--- config.mk ---
export PLATFORM = sky130hd
export DESIGN_NAME = sap_csr_top
export DESIGN_NICKNAME = d
export VERILOG_FILES = /design/src/rtl/sap_csr_pkg.sv /design/src/rtl/sap_csr_decode.sv /design/src/rtl/sap_csr_ctrl.sv /design/src/rtl/sap_csr_stat.sv /design/src/rtl/sap_csr_top.sv
export SDC_FILE = /design/constraint.sdc
export NUM_CORES = 1
export LEC_CHECK = 0
export BUFFER_PORTS_ARGS = -buffer_cell sky130_fd_sc_hd__buf_2
export CELL_PAD_IN_SITES_DETAIL_PLACEMENT = 1
export CELL_PAD_IN_SITES_GLOBAL_PLACEMENT = 2
export CORE_MARGIN = 3
export CORE_UTILIZATION = 20
export CTS_CLUSTER_DIAMETER = 80
export DETAILED_ROUTE_END_ITERATION = 16
export MAX_ROUTING_LAYER = met4
export PLACE_DENSITY_LB_ADDON = 0.3
export SYNTH_ARGS = -nofsm -noshare
export SYNTH_HDL_FRONTEND = slang
export SYNTH_SLANG_ARGS = --single-unit
export TNS_END_PERCENT = 30
--- constraint.sdc ---
create_clock -name clk -period 4.93 [get_ports clk]
set_input_delay 0.7395 -clock clk [delete_from_list [all_inputs] [get_ports clk]]
set_output_delay 0.7395 -clock clk [all_outputs]
set_load 0.02 [all_outputs]
--- src/rtl/sap_csr_pkg.sv ---
// Shared constants, types and helpers of the serial audio port registers.
// Assumes a 32-bit register word and 16-byte register slots.
package sap_csr_pkg;

    localparam int CSR_W = 32;

    // Control bit positions
    localparam int B_RUN    = 0;
    localparam int B_RXMODE = 1;
    localparam int B_FOLLOW = 2;
    localparam int B_IEN    = 3;
    localparam int B_CGATE  = 30;
    localparam int B_SRST   = 31;

    // Status bit positions
    localparam int S_BUSY     = 0;
    localparam int S_FLAG_LSB = 1;
    localparam int NUM_FLAGS  = 2;

    localparam logic [CSR_W-1:0] CTRL_RST   = 32'hC000_0000;
    localparam logic [CSR_W-1:0] CTRL_WMASK = 32'hC000_3FFF;
    localparam logic [CSR_W-1:0] LOCK_MASK  = 32'h0000_3FF6;

    typedef enum logic [1:0] {
        OP_WRITE = 2'd0,
        OP_SET   = 2'd1,
        OP_CLEAR = 2'd2,
        OP_NONE  = 2'd3
    } wr_op_e;

    // Merge write data into an old value according to the alias used
    function automatic logic [CSR_W-1:0] apply_op(
        input logic [CSR_W-1:0] old_v,
        input logic [CSR_W-1:0] wd,
        input wr_op_e           op
    );
        case (op)
            OP_WRITE: apply_op = wd;
            OP_SET:   apply_op = old_v | wd;
            OP_CLEAR: apply_op = old_v & ~wd;
            default:  apply_op = old_v;
        endcase
    endfunction

endpackage

--- src/rtl/sap_csr_decode.sv ---
// Address decoder: maps a byte address to a register slot and an alias.
// Assumes both register offsets are 16-byte aligned and distinct.
module sap_csr_decode
    import sap_csr_pkg::*;
#(
    parameter int                ADDR_W   = 8,
    parameter logic [ADDR_W-1:0] CTRL_OFS = 'h00,
    parameter logic [ADDR_W-1:0] STAT_OFS = 'h10
) (
    input  logic              sel,
    input  logic              wr,
    input  logic [ADDR_W-1:0] addr,
    output logic              ctrl_hit,
    output logic              stat_hit,
    output logic              ctrl_wen,
    output logic              stat_wen,
    output wr_op_e            op
);
    localparam int SLOT_LSB = 4;

    logic slot_ok;

    // Decide whether the address names a mapped alias of a slot
    always_comb begin
        op       = wr_op_e'(addr[3:2]);
        slot_ok  = sel && (addr[1:0] == 2'b00) && (op != OP_NONE);
        ctrl_hit = slot_ok && (addr[ADDR_W-1:SLOT_LSB] == CTRL_OFS[ADDR_W-1:SLOT_LSB]);
        stat_hit = slot_ok && (addr[ADDR_W-1:SLOT_LSB] == STAT_OFS[ADDR_W-1:SLOT_LSB]);
        ctrl_wen = ctrl_hit && wr;
        stat_wen = stat_hit && wr;
    end

endmodule

--- src/rtl/sap_csr_ctrl.sv ---
// Control word register with plain, set and clear write paths.
// Holds its reset value while soft reset is set; locks the configuration
// fields while the engine is busy. Assumes one write per cycle at most.
module sap_csr_ctrl
    import sap_csr_pkg::*;
(
    input  logic             clk,
    input  logic             rst_n,
    input  logic             wen,
    input  wr_op_e           op,
    input  logic [CSR_W-1:0] wdata,
    input  logic             busy,
    output logic [CSR_W-1:0] ctrl_q
);
    logic [CSR_W-1:0] merged;
    logic [CSR_W-1:0] ctrl_d;

    // Next control value: merge, apply busy lock, then soft reset override
    always_comb begin
        merged = ctrl_q;
        if (wen) begin
            merged = apply_op(ctrl_q, wdata, op) & CTRL_WMASK;
            if (busy) begin
                merged = (merged & ~LOCK_MASK) | (ctrl_q & LOCK_MASK);
            end
        end
        ctrl_d = merged[B_SRST] ? CTRL_RST : merged;
    end

    // Control register state
    always_ff @(posedge clk) begin
        if (!rst_n) ctrl_q <= CTRL_RST;
        else        ctrl_q <= ctrl_d;
    end

endmodule

--- src/rtl/sap_csr_stat.sv ---
// Sticky FIFO error flags and the registered interrupt.
// A flag sets on its event pulse, clears only by the clear alias, and an
// event beats a clear in the same cycle. Soft reset zeroes all flags.
module sap_csr_stat #(
    parameter int NFLAG = 2
) (
    input  logic             clk,
    input  logic             rst_n,
    input  logic             srst,
    input  logic             ien,
    input  logic             clr_en,
    input  logic [NFLAG-1:0] clr_bits,
    input  logic [NFLAG-1:0] ev,
    output logic [NFLAG-1:0] flags_q,
    output logic             irq_q
);
    for (genvar i = 0; i < NFLAG; i++) begin : g_flag
        logic flag_d;

        // Next value of one sticky flag
        always_comb begin
            if (srst)                      flag_d = 1'b0;
            else if (ev[i])                flag_d = 1'b1;
            else if (clr_en && clr_bits[i]) flag_d = 1'b0;
            else                           flag_d = flags_q[i];
        end

        // Flag register
        always_ff @(posedge clk) begin
            if (!rst_n) flags_q[i] <= 1'b0;
            else        flags_q[i] <= flag_d;
        end
    end

    // Interrupt register from the enabled flags
    always_ff @(posedge clk) begin
        if (!rst_n) irq_q <= 1'b0;
        else        irq_q <= ien && (|flags_q);
    end

endmodule

--- src/rtl/sap_csr_top.sv ---
// Control/status register block of a serial audio port.
// Decodes the register bus, holds the control word and the sticky error
// flags, and returns read data combinationally. Assumes single-cycle bus.
module sap_csr_top
    import sap_csr_pkg::*;
#(
    parameter int                ADDR_W   = 8,
    parameter logic [ADDR_W-1:0] CTRL_OFS = 'h00,
    parameter logic [ADDR_W-1:0] STAT_OFS = 'h10
) (
    input  logic              clk,
    input  logic              rst_n,
    input  logic              bus_sel,
    input  logic              bus_wr,
    input  logic [ADDR_W-1:0] bus_addr,
    input  logic [CSR_W-1:0]  bus_wdata,
    output logic [CSR_W-1:0]  bus_rdata,
    input  logic              eng_busy,
    input  logic              eng_underflow,
    input  logic              eng_overflow,
    output logic [CSR_W-1:0]  ctl_o,
    output logic              irq_o
);
    logic             ctrl_hit, stat_hit, ctrl_wen, stat_wen;
    wr_op_e           op;
    logic [CSR_W-1:0] ctrl_q;
    logic [NUM_FLAGS-1:0] stat_flags;
    logic [CSR_W-1:0] stat_word;

    sap_csr_decode #(
        .ADDR_W  (ADDR_W),
        .CTRL_OFS(CTRL_OFS),
        .STAT_OFS(STAT_OFS)
    ) u_dec (
        .sel     (bus_sel),
        .wr      (bus_wr),
        .addr    (bus_addr),
        .ctrl_hit(ctrl_hit),
        .stat_hit(stat_hit),
        .ctrl_wen(ctrl_wen),
        .stat_wen(stat_wen),
        .op      (op)
    );

    sap_csr_ctrl u_ctrl (
        .clk   (clk),
        .rst_n (rst_n),
        .wen   (ctrl_wen),
        .op    (op),
        .wdata (bus_wdata),
        .busy  (eng_busy),
        .ctrl_q(ctrl_q)
    );

    sap_csr_stat #(
        .NFLAG(NUM_FLAGS)
    ) u_stat (
        .clk     (clk),
        .rst_n   (rst_n),
        .srst    (ctrl_q[B_SRST]),
        .ien     (ctrl_q[B_IEN]),
        .clr_en  (stat_wen && (op == OP_CLEAR)),
        .clr_bits(bus_wdata[S_FLAG_LSB +: NUM_FLAGS]),
        .ev      ({eng_overflow, eng_underflow}),
        .flags_q (stat_flags),
        .irq_q   (irq_o)
    );

    // Assemble the status word from the busy level and the flags
    always_comb begin
        stat_word = '0;
        stat_word[S_BUSY] = eng_busy;
        stat_word[S_FLAG_LSB +: NUM_FLAGS] = stat_flags;
    end

    // Read mux over the two register slots
    always_comb begin
        if (ctrl_hit)      bus_rdata = ctrl_q;
        else if (stat_hit) bus_rdata = stat_word;
        else               bus_rdata = '0;
    end

    assign ctl_o = ctrl_q;

endmodule

==> results.md, run 1 <==
- Seq pwr share: roughly 48%
- Setup violators final: 0
- Worst path buffer plus inverter count: 2
- Power Dens Cells: roughly 200 nW/um^2
- Hold Path Class: flip-flop to flip-flop
- Hold slack: 488.2 ps
- Setup Crit Path Kind: input pin to output pin
- Vias per cell: 4.030
- Post-synth top area cell: dfxtp_1
- Antenna Cells: 0
- Clock share of power: a little over a third
- Cells along the critical path: buf_2 > nor4b_2 > nand3_1 > nor2_1 > and2_1 > buf_2
- Setup TNS: 0 ps
- Yosys synthesis warning count: 0
- Worst-Margin Slew: roughly 850 ps
- Initial drt markers: 23
- Clock buffers created by TritonCTS: 3
- Switch Pwr: 0.09295 mW
- Crit end category: output pin
- Placed Area: around 1500 sq um
- Starting Density: about a fifth
- Outcome: complete, no violations
- Drt total wl: 4.034 mm
- Worst-path clk slew: roughly 80 ps
- Commonest non-fill, non-tap cells in the layout: 63 x buf_2, 32 x conb_1, 19 x dfxtp_1, 16 x nor2b_1, 16 x a21oi_1
- Final Max Tran Viols: 0
- Total power: ~0.32 mW
- Final instance area: around 1600 sq um
- Crit share post-route: approximately 70%
- Full die area: between 7000 and 8000 sq um
- Num rows: 28
- Synth Instances: ~170
- Fmax: a little under 0.3 GHz
- Pin count of the biggest net entering global routing: 22
- Core Util, Final: roughly a quarter
- Sw Ratio: 29.19%
- CP max-delay cell: nor2_1
- Slew headroom: between 40% and 50%
- CTS tree: built
- Cts hold-fix bufs: 0
- Final min period: 3432 ps
- CP most frequent cell: buf_2
- Max_cap viols: 0
- Hold Violations, Final: 0
- Total Routing Usage GR: a little over a tenth
- Setup Skew: 2.515 ps
- Most common cell after layout, fill and taps aside: buf_2
- RSZ-0062 raised after global routing: false
- Gate power share: ~17%
- Flops & latches, synth: 19
- Required time worst endpoint: ~4200 ps
- Crit-path leading delay family: simple AND/OR/NAND/NOR gates
- Pre-Repair DR Iteration Count: 3
- Via Count: around 1,200
- First-pass GRT wire length: 6.161 mm
- Pint: roughly 0.23 mW
- Core outline area: just over 6000 sq um
- Post-CTS setup buffers: 0
- VDD IR max: 0.07914 mV
- Post-route ant nets: 0
- Vias in the first global route: roughly 1,200
- Port bufs: 63
- Initial antenna violation count: 0
- Mapped Area: 1306 sq um
- Syn-to-layout area delta: 20.98%
- Final GP Congestion: roughly 0.7
- Clock Latency Late Sink: about 260 ps
- Drt wl/cell: between 10 and 15 microns
- CTS resizes: 0
- Seq/Total Area, Yosys: just under 30%
- I/O Pins: ~110
- CP startpoint kind: input pin
- # H-tree levels: 1
- GRT overflow: 0
- Synthesized area per cell: 7.869 sq um
- Fin nets: ~270
- Synth area leaders: dfxtp_1 29%, buf_4 20%, nor2b_1 7.7%, and2_1 6.2%, a21oi_1 6.1%
- Synth top area share: 29.12%
- Die Height: between 80 and 90 microns
- Worst EP arrival: between 2000 and 3000 ps
- CTS sink cnt: 19
- Share of cells above drive strength 1: approximately a third
- CTS root buffer: clkbuf_8
- Count of cell types in the netlist: 29
- Die width: approximately 87 microns
- DR DRC count: 0
- DP Wirelength: ~3.1 mm
- Max incr delay on CP: about 710 ps
- Leak pwr: 0.7509 nW
- Clock Path Buffers: 2
- Worst Path Max Fanout: 13
-- logic make-up after synthesis --
group           count (synthesis)  share of synthesized area, %
mux                             3                         2.299
other cells                     1                        0.2871
simple gates                   66                         29.02
compound gates                 35                         16.28
flops                          19                         29.12
buf+inv                        42                         22.99
-- worst paths after layout --
kind	from	to	slack, ps	cells past startpoint
max	bus_addr[1]	bus_rdata[4]	1500	6
min	flip-flop	flip-flop	490	2
max reg2reg	u_ctrl.ctrl_q[31]$_SDFF_PN1_	flip-flop	3620	3
min reg2reg	flip-flop	flip-flop	490	2
-- power groups by stage --
stage	sequential, mW	clock [mW]	combinational (mW)
2_1_floorplan	0.157	0	0.0534
3_3_place_gp	0.157	0	0.0517
3_5_place_dp	0.157	0	0.0523
4_1_cts	0.153	0.121	0.0524
5_1_grt	0.153	0.126	0.0577
6_report	0.153	0.113	0.0524
-- final cells by class --
type,instances,area [sq um]
Multi-Input combinational cell,136,742.0
Inverter,1,3.754
Sequential cell,19,380.4
Tap cell,75,93.84
Fill cell,775,4551
Timing Repair Buffer,63,315.3
Clock buffer,4,45.04
-- stage by stage --
| step | cells | setup WS, ps |
|---|---|---|
| floorplan | 197 | 2243 |
| global placement | 294 | 1424 |
| detailed placement | 294 | 1397 |
| CTS | 298 | 1391 |
| global route | 298 | 1125 |
| finish | 298 | 1498 |
-- worst reg2reg max path: cells and delay by family, from the launching register on --
| family | cells | cell delay (ps) |
|---|---|---|
| AOI/OAI and AO/OA | 3 | 860 |
| DFF | 1 | 340 |
-- Yosys cell counts, drive strengths merged --
master  count
and4        1
nand2      15
nor4b       1
buf        36
conb        1
a221o       1
and4b       1
o211ai      1
or4b        2
inv         1
nand3       1
and2       13
a21oi      16
clkbuf      5
o211a       1
o41ai       1
o31ai       2
or2         1
dfxtp      19
nor2        9
a211o       1
nor3        1
nor2b      16
o21ai      12
mux2i       3
nand4       3
nand2b      2
-- metal layers --
metal	global-route usage [%]	wire length [microns]	part of all wire, %	vias up
li1	-	-	-	603
met1	12.95	1767	44	552
met2	19.05	2034	50	44
met3	1.331	194	4.8	2
met4	2.975	38	0.94	0
met5	-	0	0	-
(Power assumes the default switching activity.)
==> run 2, diff against run 1 <==
Settings changed: CORE_UTILIZATION 20 to 18.
Clock period 4.93 ns to 3.18 ns, I/O delays scaled along.
==> results.md, run 2 (synthesized netlist as in run 1, its figures left out) <==
- Clock Path Buffers: 2
- Worst-Margin Slew: 806.0 ps
- Fin nets: 274
- Total power: about 0.49 mW
- Final Max Tran Viols: 0
- Clock Latency Late Sink: between 200 and 300 ps
- CTS sink cnt: 19
- Worst path buffer plus inverter count: 4
- CTS resizes: 0
- Antenna Cells: 0
- Worst R2R Start: u_ctrl.ctrl_q[31]$_SDFF_PN1_
- Final instance area: approximately 1600 sq um
- Number of fill cells: 883
- Most common cell after layout, fill and taps aside: buf_2
- Worst EP arrival: 1940 ps
- First-pass GRT wire length: approximately 6.5 mm
- Die Height: 91.19 microns
- Full die area: a little over 8000 sq um
- Hold Violations, Final: 0
- Initial drt markers: 40
- Required time worst endpoint: between 2000 and 3000 ps
- CP max-delay cell: nor2_1
- Vias per cell: just under 4
- Drt wl/cell: roughly 13 microns
- Reg2reg path depth: 3
- Max_cap viols: 0
- Commonest non-fill, non-tap cells in the layout: 63 x buf_2, 32 x conb_1, 19 x dfxtp_1, 16 x nor2b_1, 16 x a21oi_1
- Worst-path clk slew: 70 ps
- DR DRC count: 0
- Port bufs: 63
- Num rows: 30
- CTS tree: built
- CTS root buffer: clkbuf_8
- Cells along the critical path: buf_2 > nor4b_2 > buf_4 > nand3_1 > nor2_1 > buf_4 > and2_1 > buf_2
- Syn-to-layout area delta: 24.71%
- Die width: around 91 microns
- Placed Area: 1584 sq um
- Hold endpoint: u_stat.flags_q[1]$_SDFFE_PP0P_
- Hold Path Class: input pin to flip-flop
- Core Util, Final: between 20% and 30%
- Drt total wl: approximately 4.1 mm
- Worst Min Path Start: eng_overflow
- Clock buffers created by TritonCTS: 3
- Pre-Repair DR Iteration Count: 4
- Post-route ant nets: 0
- Fmax: 0.4134 GHz
- Setup TNS: 0 ps
- Starting Density: 18.91%
- Share of cells above drive strength 1: between 30% and 40%
- Leak pwr: between 0.7 and 0.8 nW
- Pin count of the biggest net entering global routing: 22
- # H-tree levels: 1
- Crit-path leading delay family: simple AND/OR/NAND/NOR gates
- Crit end category: output pin
- Setup violators final: 0
- Final min period: between 2000 and 2500 ps
- VDD IR max: slightly above 0.09 mV
- Hold slack: around 430 ps
- Setup Crit Path Kind: input pin to output pin
- Outcome: complete, no violations
- Worst Path Max Fanout: 6
- Core outline area: between 6000 and 7000 sq um
- Via Count: ~1,300
- Total Routing Usage GR: 9.957%
- Post-CTS setup buffers: 0
- DP Wirelength: between 3 and 4 mm
- Power Dens Cells: 301.3 nW/um^2
- RSZ-0062 raised after global routing: false
- I/O Pins: 112
- Flop2flop setup slack: 1880 ps
- Crit share post-route: about three quarters
- Hold Crit Depth: 3
- Final GP Congestion: 0.6861
- Slew headroom: 46.11%
- Cts hold-fix bufs: 0
- Vias in the first global route: about 1,300
- GRT overflow: 0
- Max incr delay on CP: approximately 280 ps
- CP startpoint kind: input pin
- Setup Skew: 1.844 ps
- Initial antenna violation count: 0
[run 2: cell count changes in the layout (fill, tap and decap cells not counted)]
cell,previous run,this run
buf_4,0,3
[run 2: final cells by class]
class / count / area [sq um] / area share, %
clock buffers: 4 / 45.04 / 2.765
multi-input cells: 136 / 742.0 / 45.55
well taps: 96 / 120.1 / 7.373
repair buffers: 66 / 337.8 / 20.74
flip-flops and latches: 19 / 380.4 / 23.35
inverters: 1 / 3.754 / 0.2304
[run 2: worst min-delay path, cell delays in order]
cell     delay [ps]
buf_2            80
a21oi_1          30
nor2_1           60
[run 2: worst max path at each step]
stage                          endpoint        start  cells past startpoint
after global placement     bus_rdata[8]  bus_addr[1]                      8
final                      bus_rdata[9]  bus_addr[1]                      8
after global routing       bus_rdata[9]  bus_addr[1]                      8
after detailed placement   bus_rdata[9]  bus_addr[1]                      8
after CTS                  bus_rdata[9]  bus_addr[1]                      8
after floorplan           bus_rdata[10]  bus_addr[1]                      5
[run 2: power breakdown]
group / switching (mW) / total, mW / internal [mW]
Clock: 0.0823 / 0.171 / 0.0890
Sequential: 0.0000371 / 0.238 / 0.238
Combinational: 0.0583 / 0.0817 / 0.0234
Total: 0.141 / 0.491 / 0.350
[run 2: routing by layer]
| layer | track usage, % | share of wire, % |
|---|---|---|
| met3 | 1.491 | 4.8 |
| met1 | 12.46 | 46 |
| met4 | 3.392 | 1.0 |
| met5 | - | 0 |
| met2 | 16.37 | 48 |
[run 2: metrics by stage]
step	std cells	setup slack (ps)
after floorplan	197	1018
after global placement	318	648.2
after detailed placement	318	665.3
after CTS	322	660.0
after global routing	322	538.6
final	322	761.3
